$ cat src/rtl/dbgtrace_pkg.sv
package dbgtrace_pkg;

  // strobes passed from control to datapath each cycle
  typedef struct packed {
    logic aleStart;   // first cycle of an ale assertion
    logic beat;       // qualified data beat
    logic addrShow;   // address-report cycle
  } trace_strobe_t;

endpackage

$ cat src/rtl/dbgtrace_ctl.sv
module dbgtrace_ctl
  import dbgtrace_pkg::*;
#(
  parameter int MAX_BEATS = 8,
  parameter int CODE_W    = 2,
  parameter int CNT_W     = 4
) (
  input  logic              clk,
  input  logic              rstN,
  input  logic              ale,
  input  logic              addrFull,
  input  logic              isRead,
  input  logic [CODE_W-1:0] beatCode,
  input  logic              rdNext,
  input  logic              wrLast,
  input  logic              ack,
  output trace_strobe_t     strb,
  output logic              beatErr
);

  logic             aleQ;
  logic             active;
  logic [CNT_W-1:0] beatCnt;
  logic [CNT_W-1:0] expBeats;
  logic [CNT_W-1:0] codeBeats;
  logic             errQ;
  logic             overRun;
  logic             shortEnd;

  // decode the burst length code into a beat count
  always_comb begin
    codeBeats = CNT_W'(1) << beatCode;
    if (codeBeats > CNT_W'(MAX_BEATS)) codeBeats = CNT_W'(MAX_BEATS);
  end

  always_comb begin
    strb.aleStart = ale & ~aleQ;
    strb.beat     = ack & (isRead ? rdNext : wrLast);
    strb.addrShow = ale & addrFull;
  end

  assign overRun  = strb.beat & (~active | (beatCnt == expBeats));
  assign shortEnd = strb.aleStart & active & (beatCnt != expBeats);

  always_ff @(posedge clk) begin
    if (!rstN) begin
      aleQ     <= 1'b0;
      active   <= 1'b0;
      beatCnt  <= '0;
      expBeats <= CNT_W'(1);
      errQ     <= 1'b0;
    end else begin
      aleQ <= ale;
      if (overRun || shortEnd) errQ <= 1'b1;
      if (strb.aleStart) begin
        active   <= 1'b1;
        expBeats <= codeBeats;
        beatCnt  <= strb.beat ? CNT_W'(1) : '0;
      end else if (strb.beat && !overRun) begin
        beatCnt <= beatCnt + CNT_W'(1);
      end
    end
  end

  assign beatErr = errQ;

endmodule

$ cat src/rtl/dbgtrace_dp.sv
module dbgtrace_dp
  import dbgtrace_pkg::*;
#(
  parameter int ID_W = 5
) (
  input  logic            clk,
  input  logic            rstN,
  input  logic            dbgEn,
  input  trace_strobe_t   strb,
  input  logic [ID_W-1:0] reqId,
  output logic [ID_W-1:0] srcId,
  output logic            dataValid
);

  localparam logic [ID_W-1:0] IDLE_ID = '1;
  localparam logic [ID_W-1:0] OFF_ID  = '0;

  logic [ID_W-1:0] heldId;
  logic [ID_W-1:0] addrId;

  always_ff @(posedge clk) begin
    if (!rstN)              heldId <= '0;
    else if (strb.aleStart) heldId <= reqId;
  end

  // first ale cycle reports the live request, later ones the capture
  assign addrId = strb.aleStart ? reqId : heldId;

  always_comb begin
    dataValid = dbgEn & strb.beat;
    if (!dbgEn)             srcId = OFF_ID;
    else if (strb.beat)     srcId = heldId;
    else if (strb.addrShow) srcId = addrId;
    else                    srcId = IDLE_ID;
  end

endmodule

$ cat src/rtl/dbgtrace.sv
module dbgtrace
  import dbgtrace_pkg::*;
#(
  parameter int ID_W      = 5,
  parameter int MAX_BEATS = 8,
  localparam int CODE_W   = $clog2($clog2(MAX_BEATS) + 1),
  localparam int CNT_W    = $clog2(MAX_BEATS + 1)
) (
  input  logic              clk,
  input  logic              rstN,
  input  logic              dbgEn,
  input  logic              ale,
  input  logic              addrFull,
  input  logic              isRead,
  input  logic [CODE_W-1:0] beatCode,
  input  logic              rdNext,
  input  logic              wrLast,
  input  logic              ack,
  input  logic [ID_W-1:0]   reqId,
  output logic              dataValid,
  output logic [ID_W-1:0]   srcId,
  output logic              beatErr
);

  trace_strobe_t strb;

  dbgtrace_ctl #(.MAX_BEATS(MAX_BEATS), .CODE_W(CODE_W), .CNT_W(CNT_W)) u_ctl (
    .clk(clk), .rstN(rstN), .ale(ale), .addrFull(addrFull), .isRead(isRead),
    .beatCode(beatCode), .rdNext(rdNext), .wrLast(wrLast), .ack(ack),
    .strb(strb), .beatErr(beatErr)
  );

  dbgtrace_dp #(.ID_W(ID_W)) u_dp (
    .clk(clk), .rstN(rstN), .dbgEn(dbgEn), .strb(strb), .reqId(reqId),
    .srcId(srcId), .dataValid(dataValid)
  );

endmodule

$ cat config.mk
export PLATFORM = sky130hd
export DESIGN_NAME = dbgtrace
export DESIGN_NICKNAME = d
export VERILOG_FILES = /design/src/rtl/dbgtrace_pkg.sv /design/src/rtl/dbgtrace_ctl.sv /design/src/rtl/dbgtrace_dp.sv /design/src/rtl/dbgtrace.sv
export SDC_FILE = /design/constraint.sdc
export NUM_CORES = 1
export LEC_CHECK = 0
export BUFFER_PORTS_ARGS = -buffer_cell sky130_fd_sc_hd__buf_2
export CELL_PAD_IN_SITES_DETAIL_PLACEMENT = 1
export CELL_PAD_IN_SITES_GLOBAL_PLACEMENT = 2
export CORE_MARGIN = 4
export CORE_UTILIZATION = 31
export DETAILED_ROUTE_END_ITERATION = 10
export GPL_TIMING_DRIVEN = 0
export PLACE_DENSITY_LB_ADDON = 0.1
export SETUP_SLACK_MARGIN = 0.2
export SKIP_CTS_REPAIR_TIMING = 1
export SLEW_MARGIN = 20
export SYNTH_ARGS = -nofsm -noshare
export SYNTH_HDL_FRONTEND = slang
export SYNTH_SLANG_ARGS = --single-unit
$ cat constraint.sdc
create_clock -name clk -period 3 [get_ports clk]
set_input_delay 0.6 -clock clk [delete_from_list [all_inputs] [get_ports clk]]
set_output_delay 0.6 -clock clk [all_outputs]
set_load 0.02 [all_outputs]
After elaboration in Yosys (flattened, before gate mapping)
Index checks and enable logic that the tools add are counted.
- add/subtract/negate cells: 1
- order comparisons: 1
- equal/unequal tests: 2
- shift operators: 1
- muxes and demuxes: 9
- bitwise gates (word level): 10
- reductions and logical operators: 4
- operators by type and width (cell ; count):
    5-bit 2-to-1 mux ; 4
    4-bit 2-to-1 mux ; 3
    1-bit bitwise AND ; 7
    4-bit by 1-bit adder with 4-bit output, second input constant ; 1
    4-bit == test ; 1
    4-bit > comparator, second input constant ; 1
    4-bit != test ; 1
    1-bit by 2-bit << shifter with 4-bit output, first input constant ; 1
    1-bit 2-to-1 mux ; 2
    1-bit inverter ; 2
    2-bit nonzero test ; 1
    1-bit logical AND ; 1
    1-bit logical NOT ; 1
    1-bit logical OR ; 1
    1-bit bitwise OR ; 1
- bits in registers: 16
- input port bits: 16
- output and inout port bits: 7
- logic and storage cells: 34

Logic depth before layout (Yosys ltp)
Gate-level depths: netlist of the first run.
- depth after elaboration: 7
- gate-level depth with buffers: 5

Cells and area by module
From an unflattened synthesis of the first run, not the netlist that was laid out.
- cell total of the unflattened synthesis: 92
- area, all modules: 887.1 sq um
- modules (own cells, without submodules) (module ; instances ; cells an instance ; area an instance (sq um) ; seq. area each (sq um)):
    dbgtrace_ctl ; 1 ; 61 ; 584.3 ; 220.2
    dbgtrace_dp ; 1 ; 31 ; 302.8 ; 100.1

Worst setup path after synthesis of the first run
OpenSTA, ideal clock, no wires.
- kind: input to output
- start point: input port isRead
- end point: output port srcId[1]
- arrival: 1902 ps
- setup slack: 498 ps
- stages on the path: 5
- buffers on the path: 1
- path through: mux2_2 > and2_1 > clkbuf_2 > or3_4 > o221a_1
- cells in the longest elaborated chain, start to end: 4
- RTL lines (element ; line ; RTL):
    from (decl) ; dbgtrace.sv:14 ; input logic isRead,
    1-bit 2-to-1 mux ; dbgtrace_ctl.sv:38 ; strb.beat = ack & (isRead ? rdNext : wrLast);
    1-bit bitwise AND ; dbgtrace_ctl.sv:38 ;
    5-bit 2-to-1 mux ; dbgtrace_dp.sv:32 ; else if (strb.beat) srcId = heldId;
    5-bit 2-to-1 mux ; dbgtrace_dp.sv:31 ; if (!dbgEn) srcId = OFF_ID;
    to (decl) ; dbgtrace.sv:21 ; output logic [ID_W-1:0] srcId,
No other way between the ends.

Final worst setup path of the first run
Same ends and word-level chain as after synthesis.

==> flow_summary.ini, run 1 <==
[status]
run_status = finished, final reports clean

[sta]
drv_slew = 0
min_period_over_period_pct = 89.8
slew_headroom_pct = 65.1
hold_viol = 0
rsz0062_at_grt = false
setup_violations = 0
setup_tns_ns = 0
setup_ws_ns = 0.307
worstMarginPinSlew_ns = 0.523
max_freq_mhz = 371
min_period_ns = 2.69
skew_ns = 0.00121

[finish]
fillers = 321
fin_cells = 152
seq_area_um2 = 320
design_area_mm2 = 0.00101
area_growth_pct = 22.2
layout-drive-gt1-share_pct = 26.2
layout.nets = 140
fin_util_pct = 40.4
n_antenna_cell = 0
multiInputGateArea_um2 = 487

[clock_network]
cts_tree = built
clkLatencyLatePin_ns = 0.29
clock-root-buffer = clkbuf_4
cts.sinks = 16
cts_buffers = 3
clk_pin_slew_worst_paths_ns = 0.10
cts_max_level = 1
cts_buffer_depth = 2

[drt]
vias = 826
dr.pass1.iters = 4
dr.first_iter.drc_count = 18
wl_um = 2320
drc_errors = 0
viasPerCell = 5.43
ant_nets = 0
wl_per_cell_um = 15.3

[yosys]
synth_top_area_share_pct = 38.7
synth_edf_count = 0
postSynth.asyncResetShare_pct = 0
synthTopCellsByArea = dfxtp_1 39%, nand2_1 7.7%, a21oi_1 6.1%, o221a_1 5.4%, xor2_1 4.2%
synth_most_common_cell = nand2_1
yosysWarnings = 0
syn_inst = 96
synth_area_leader_cell = dfxtp_1
syn_nets = 113
synth_common_cells = 17 x nand2_1, 16 x dfxtp_1, 10 x a21oi_1, 5 x nand3_1
synth-main-ff-cell = dfxtp_1
synth_seq_cells = 16
syn_area_per_cell_um2 = 8.62
yosysUniqueCellTypes = 38
ys_seq_area_share_pct = 38.7
syn-cell-area_um2 = 827

[floorplanning]
floorplan.rows = 18
io_pins = 23
die_h_um = 59.7
die_x_um = 59.7
start_util_pct = 33.1
die_area_mm2 = 0.00356
fp.coreArea_mm2 = 0.00250

[worst_setup_path]
setup.worst_path.start_class = input pin
cp-end-kind = output pin
rrSetupSlack_ns = 1.34
crit_type = in -> out
critPathArrivalTime_ns = 2.09
cp_max_fo = 6
cp_data_required_time_ns = 2.40

[grt]
grt_util_all_layers_pct = 15.0
grt_pass1_vias = 827
grt_antenna_before_repair = 0
grt_pass1_wl_um = 3940
grt.overflow.total = 0
grt_max_degree = 11

[placed_design]
gp_congestion = 0.731
placed_area_um2 = 975
pre_cts_ws_ns = 0.263
dp_cells = 148
io_buffers = 22
hpwl_um = 1770

[min_path]
hp-class = reg -> reg

[power_and_ir_drop]
powerDensity_mw_per_mm2 = 464
p_leak_nw = 0.429
ir_worst_vdd_uv = 251

[flow_run]
cap_violations = 0
## report_power, final
part | leakage, nW | internal (mW) | switching [mW] | total, mW
combinational | 0.277 | 0.0362 | 0.0548 | 0.0910
clock | 0.0210 | 0.0740 | 0.0727 | 0.147
sequential | 0.131 | 0.223 | 0.00878 | 0.231
## layout by cell type, fill, tap and decap left out, types with 2 or more instances in the layout
cell,count
o221a_1,4
xor2_1,4
o21ai_0,2
nand3_1,5
a21oi_1,10
nor2_1,4
dfxtp_1,16
nand2_1,17
clkbuf_4,3
buf_2,22
nand3b_1,3
clkbuf_1,2
and2_1,2
## cell type report
type	instances	area share (%)
timing repair buffer	22	10.9
sequential	16	31.7
buffer	4	1.61
inverter	1	0.371
multi-input combinational	75	48.1
tap	30	3.71
clock buffer	4	3.59
## critical path, cell delays in order
cell and delay, ns:
buf_2 0.08, mux2_2 0.35, and2_1 0.16, clkbuf_2 0.15, or3_4 0.37, o221a_1 0.23, buf_2 0.16
## sequential cells by signal, summed over array words and instances, names as in the netlist
register and flops:
u_ctl.beatCnt 4, u_ctl.aleQ 1, u_dp.heldId 5, u_ctl.expBeats 4, u_ctl.beatErr 1, u_ctl.active 1
## per-layer routing
layer / vias to the layer above / GRT usage (%) / share of wire, %
met1: 396 / 19.7 / 47
met3: 2 / 4.97 / 6.3
met4: 0 / 3.80 / 0.82
li1: 411 / - / -
met5: - / 0 / 0
met2: 17 / 23.6 / 45
## per-stage QoR
stage | total power, mW | hold slack, ns
detailed placement | 0.329 | 0.449
global route | 0.499 | 0.502
CTS | 0.477 | 0.465
global placement | 0.326 | 0.443
finish | 0.469 | 0.461
floorplan | 0.292 | 0.437
## path summary, 6_finish.rpt
kind / from / to / depth (start not counted)
hold reg to reg: u_dp.heldId[1] / u_dp.heldId[1] / 2
setup reg to reg: u_ctl.beatCnt[0] / u_ctl.beatCnt[3] / 4
setup / recovery: isRead / srcId[1] / 7
hold / removal: u_dp.heldId[1] / u_dp.heldId[1] / 2
## kinds of logic (layout without fill, tap and decap cells)
group	after synthesis	count (layout)	share of synthesized area, %
AO/OA/AOI/OAI	28	28	26.2
XOR/XNOR	4	4	4.24
adder cells (fa/ha/maj)	1	1	1.51
buffers and inverters	5	31	2.42
flip-flops	16	16	38.7
multiplexers	2	2	2.57
AND/OR/NAND/NOR	40	40	24.4
Power figures use the tool's default switching activity.
==> run 2: changes to the inputs <==
--- a/config.mk
+++ b/config.mk
@@ -11,7 +11,7 @@
 export CORE_MARGIN = 4
 export CORE_UTILIZATION = 31
 export DETAILED_ROUTE_END_ITERATION = 10
-export GPL_TIMING_DRIVEN = 0
+export GPL_TIMING_DRIVEN = 1
 export PLACE_DENSITY_LB_ADDON = 0.1
 export SETUP_SLACK_MARGIN = 0.2
 export SKIP_CTS_REPAIR_TIMING = 1
==> run 2 against run 1 <==
Effect of this change:
- non-clock buffer count fell by 3
- fmax up 1.2%
- register-to-register slack got worse by 0.05 ns
- utilization down 0.35 points
- global-route usage is 0.69 points lower
- clock-buffer cell count stayed put
- total power increased by 0.34%
- critical path depth shrank 1
==> flow_summary.ini, run 2 (synthesis results as in run 1) <==
[status]
run_status = finished, final reports clean

[clock_network]
cts_tree = built
cts.sinks = 16
clock-root-buffer = clkbuf_4
cts_buffer_depth = 2
cts_buffers = 3
clkLatencyLatePin_ns = 0.30
cts_max_level = 1
clk_pin_slew_worst_paths_ns = 0.10

[worst_setup_path]
crit_top_cell = buf_2
r2r-end = u_ctl.beatCnt[3]
critPathArrivalTime_ns = 2.06
cp-end-kind = output pin
crit_type = in -> out
critPathLaunch = isRead
setup.worst_path.start_class = input pin
cp_cell_sequence = buf_2, mux2_2, and2_1, or3_4, o221a_1, buf_2
endpoint = srcId[4]
cp_max_fo = 6
rrSetupSlack_ns = 1.29
cpPeakStageDelay_ns = 0.42
cp_slowest_cell = or3_4
worstReg2RegStart = u_ctl.beatCnt[0]
cp_data_required_time_ns = 2.40
reg2regPathDepth = 4

[min_path]
hp-class = reg -> reg

[grt]
grt.overflow.total = 0
grt_pass1_vias = 827
grt_antenna_before_repair = 0
grt_max_degree = 15
grt_util_all_layers_pct = 14.3
grt_pass1_wl_um = 3750

[sta]
worstMarginPinSlew_ns = 0.559
setup_tns_ns = 0
skew_ns = 0.00560
slew_headroom_pct = 62.7
setup_violations = 0
rsz0062_at_grt = false
drv_slew = 0
min_period_ns = 2.66
hold_viol = 0
max_freq_mhz = 376
whs_ns = 0.462
min_period_over_period_pct = 88.7

[placed_design]
gp_congestion = 0.710
io_buffers = 22
hpwl_um = 1660

[finish]
layout.nets = 137
final_common_cell = buf_2
layout-drive-gt1-share_pct = 26.9
area_growth_pct = 21.2
largest_reg_flops = 5
mostFrequentLayoutCells = 22 x buf_2, 17 x nand2_1, 16 x dfxtp_1
fillers = 304
n_antenna_cell = 0
regMostFlops = u_dp.heldId
largestRegisters = u_dp.heldId: 5 flops, u_ctl.beatCnt: 4 flops, u_ctl.expBeats: 4 flops

[power_and_ir_drop]
powerDensity_mw_per_mm2 = 470
p_int_uw = 333
seqPwrFrac_pct = 49.2
switchingPower_uw = 138
p_leak_nw = 0.427
p_sw_share_pct = 29.3
ir_worst_vdd_uv = 288
p_clk_share_pct = 31.9
comb_power_share_pct = 19.0

[drt]
dr.first_iter.drc_count = 6
wl_per_cell_um = 15.1
drc_errors = 0
ant_nets = 0
viasPerCell = 5.39
vias = 803
wl_um = 2240
dr.pass1.iters = 3

[flow_run]
cap_violations = 0

[floorplanning]
start_util_pct = 33.1
die_area_mm2 = 0.00356
die_h_um = 59.7
io_pins = 23
die_x_um = 59.7
floorplan.rows = 18
fp.coreArea_mm2 = 0.00250
==> run 2: cell types whose count changed in the layout (fill, tap and decap cells not counted) <==
cell      delta
clkbuf_2     -1
buf_1        -1
clkbuf_1     -2
buf_4        +1
==> run 2: cell type report <==
cell class	count	area [um2]	share of cell area, %
multi-input cells	75	487	48.6
flip-flops and latches	16	320	32.0
repair buffers	23	118	11.7
well taps	30	37.5	3.75
clock buffers	4	36.3	3.62
inverters	1	3.75	0.375
==> run 2: critical path: cells and delay by family <==
kind	cells	cell delay [ns]
buf+inv	2	0.24
mux	1	0.35
compound gates	1	0.23
simple gates	2	0.65
==> run 2: power groups by stage <==
stage / Sequential [mW] / Combinational, mW / Clock, mW
2_1_floorplan: 0.236 / 0.0560 / 0
3_3_place_gp: 0.236 / 0.0885 / 0
3_5_place_dp: 0.237 / 0.0901 / 0
4_1_cts: 0.232 / 0.0910 / 0.155
5_1_grt: 0.234 / 0.0997 / 0.163
6_report: 0.232 / 0.0893 / 0.150
==> run 2: through the flow <==
step	worst slack [ns]	utilization, %	cell area (um2)	power, mW	std cells
floorplan	0.498	-	827	0.292	96
global placement	0.353	38.6	966	0.325	145
detailed placement	0.328	38.6	966	0.327	145
CTS	0.323	40.1	1000	0.478	149
global route	0.287	40.1	1000	0.497	149
finish	0.340	40.1	1000	0.471	149
==> run 2: worst min path at each step <==
| stage | endpoint | startpoint | cells past startpoint | slack, ns |
|---|---|---|---|---|
| final | u_dp.heldId[0] | u_dp.heldId[0] | 2 | 0.46 |
| after global routing | u_dp.heldId[4] | u_dp.heldId[4] | 2 | 0.49 |
| after CTS | u_dp.heldId[0] | u_dp.heldId[0] | 2 | 0.47 |
| after detailed placement | u_dp.heldId[0] | u_dp.heldId[0] | 2 | 0.45 |
| after global placement | u_dp.heldId[2] | u_dp.heldId[2] | 2 | 0.45 |
| after floorplan | u_dp.heldId[1] | u_dp.heldId[1] | 2 | 0.44 |
==> run 2: layer usage <==
metal / share of wire, % / wire length [um] / track usage (%)
met1: 48 / 1070 / 17.2
met2: 44 / 994 / 23.1
met3: 6.1 / 136 / 4.32
met4: 1.8 / 40 / 6.65
met5: 0 / 0 / 0
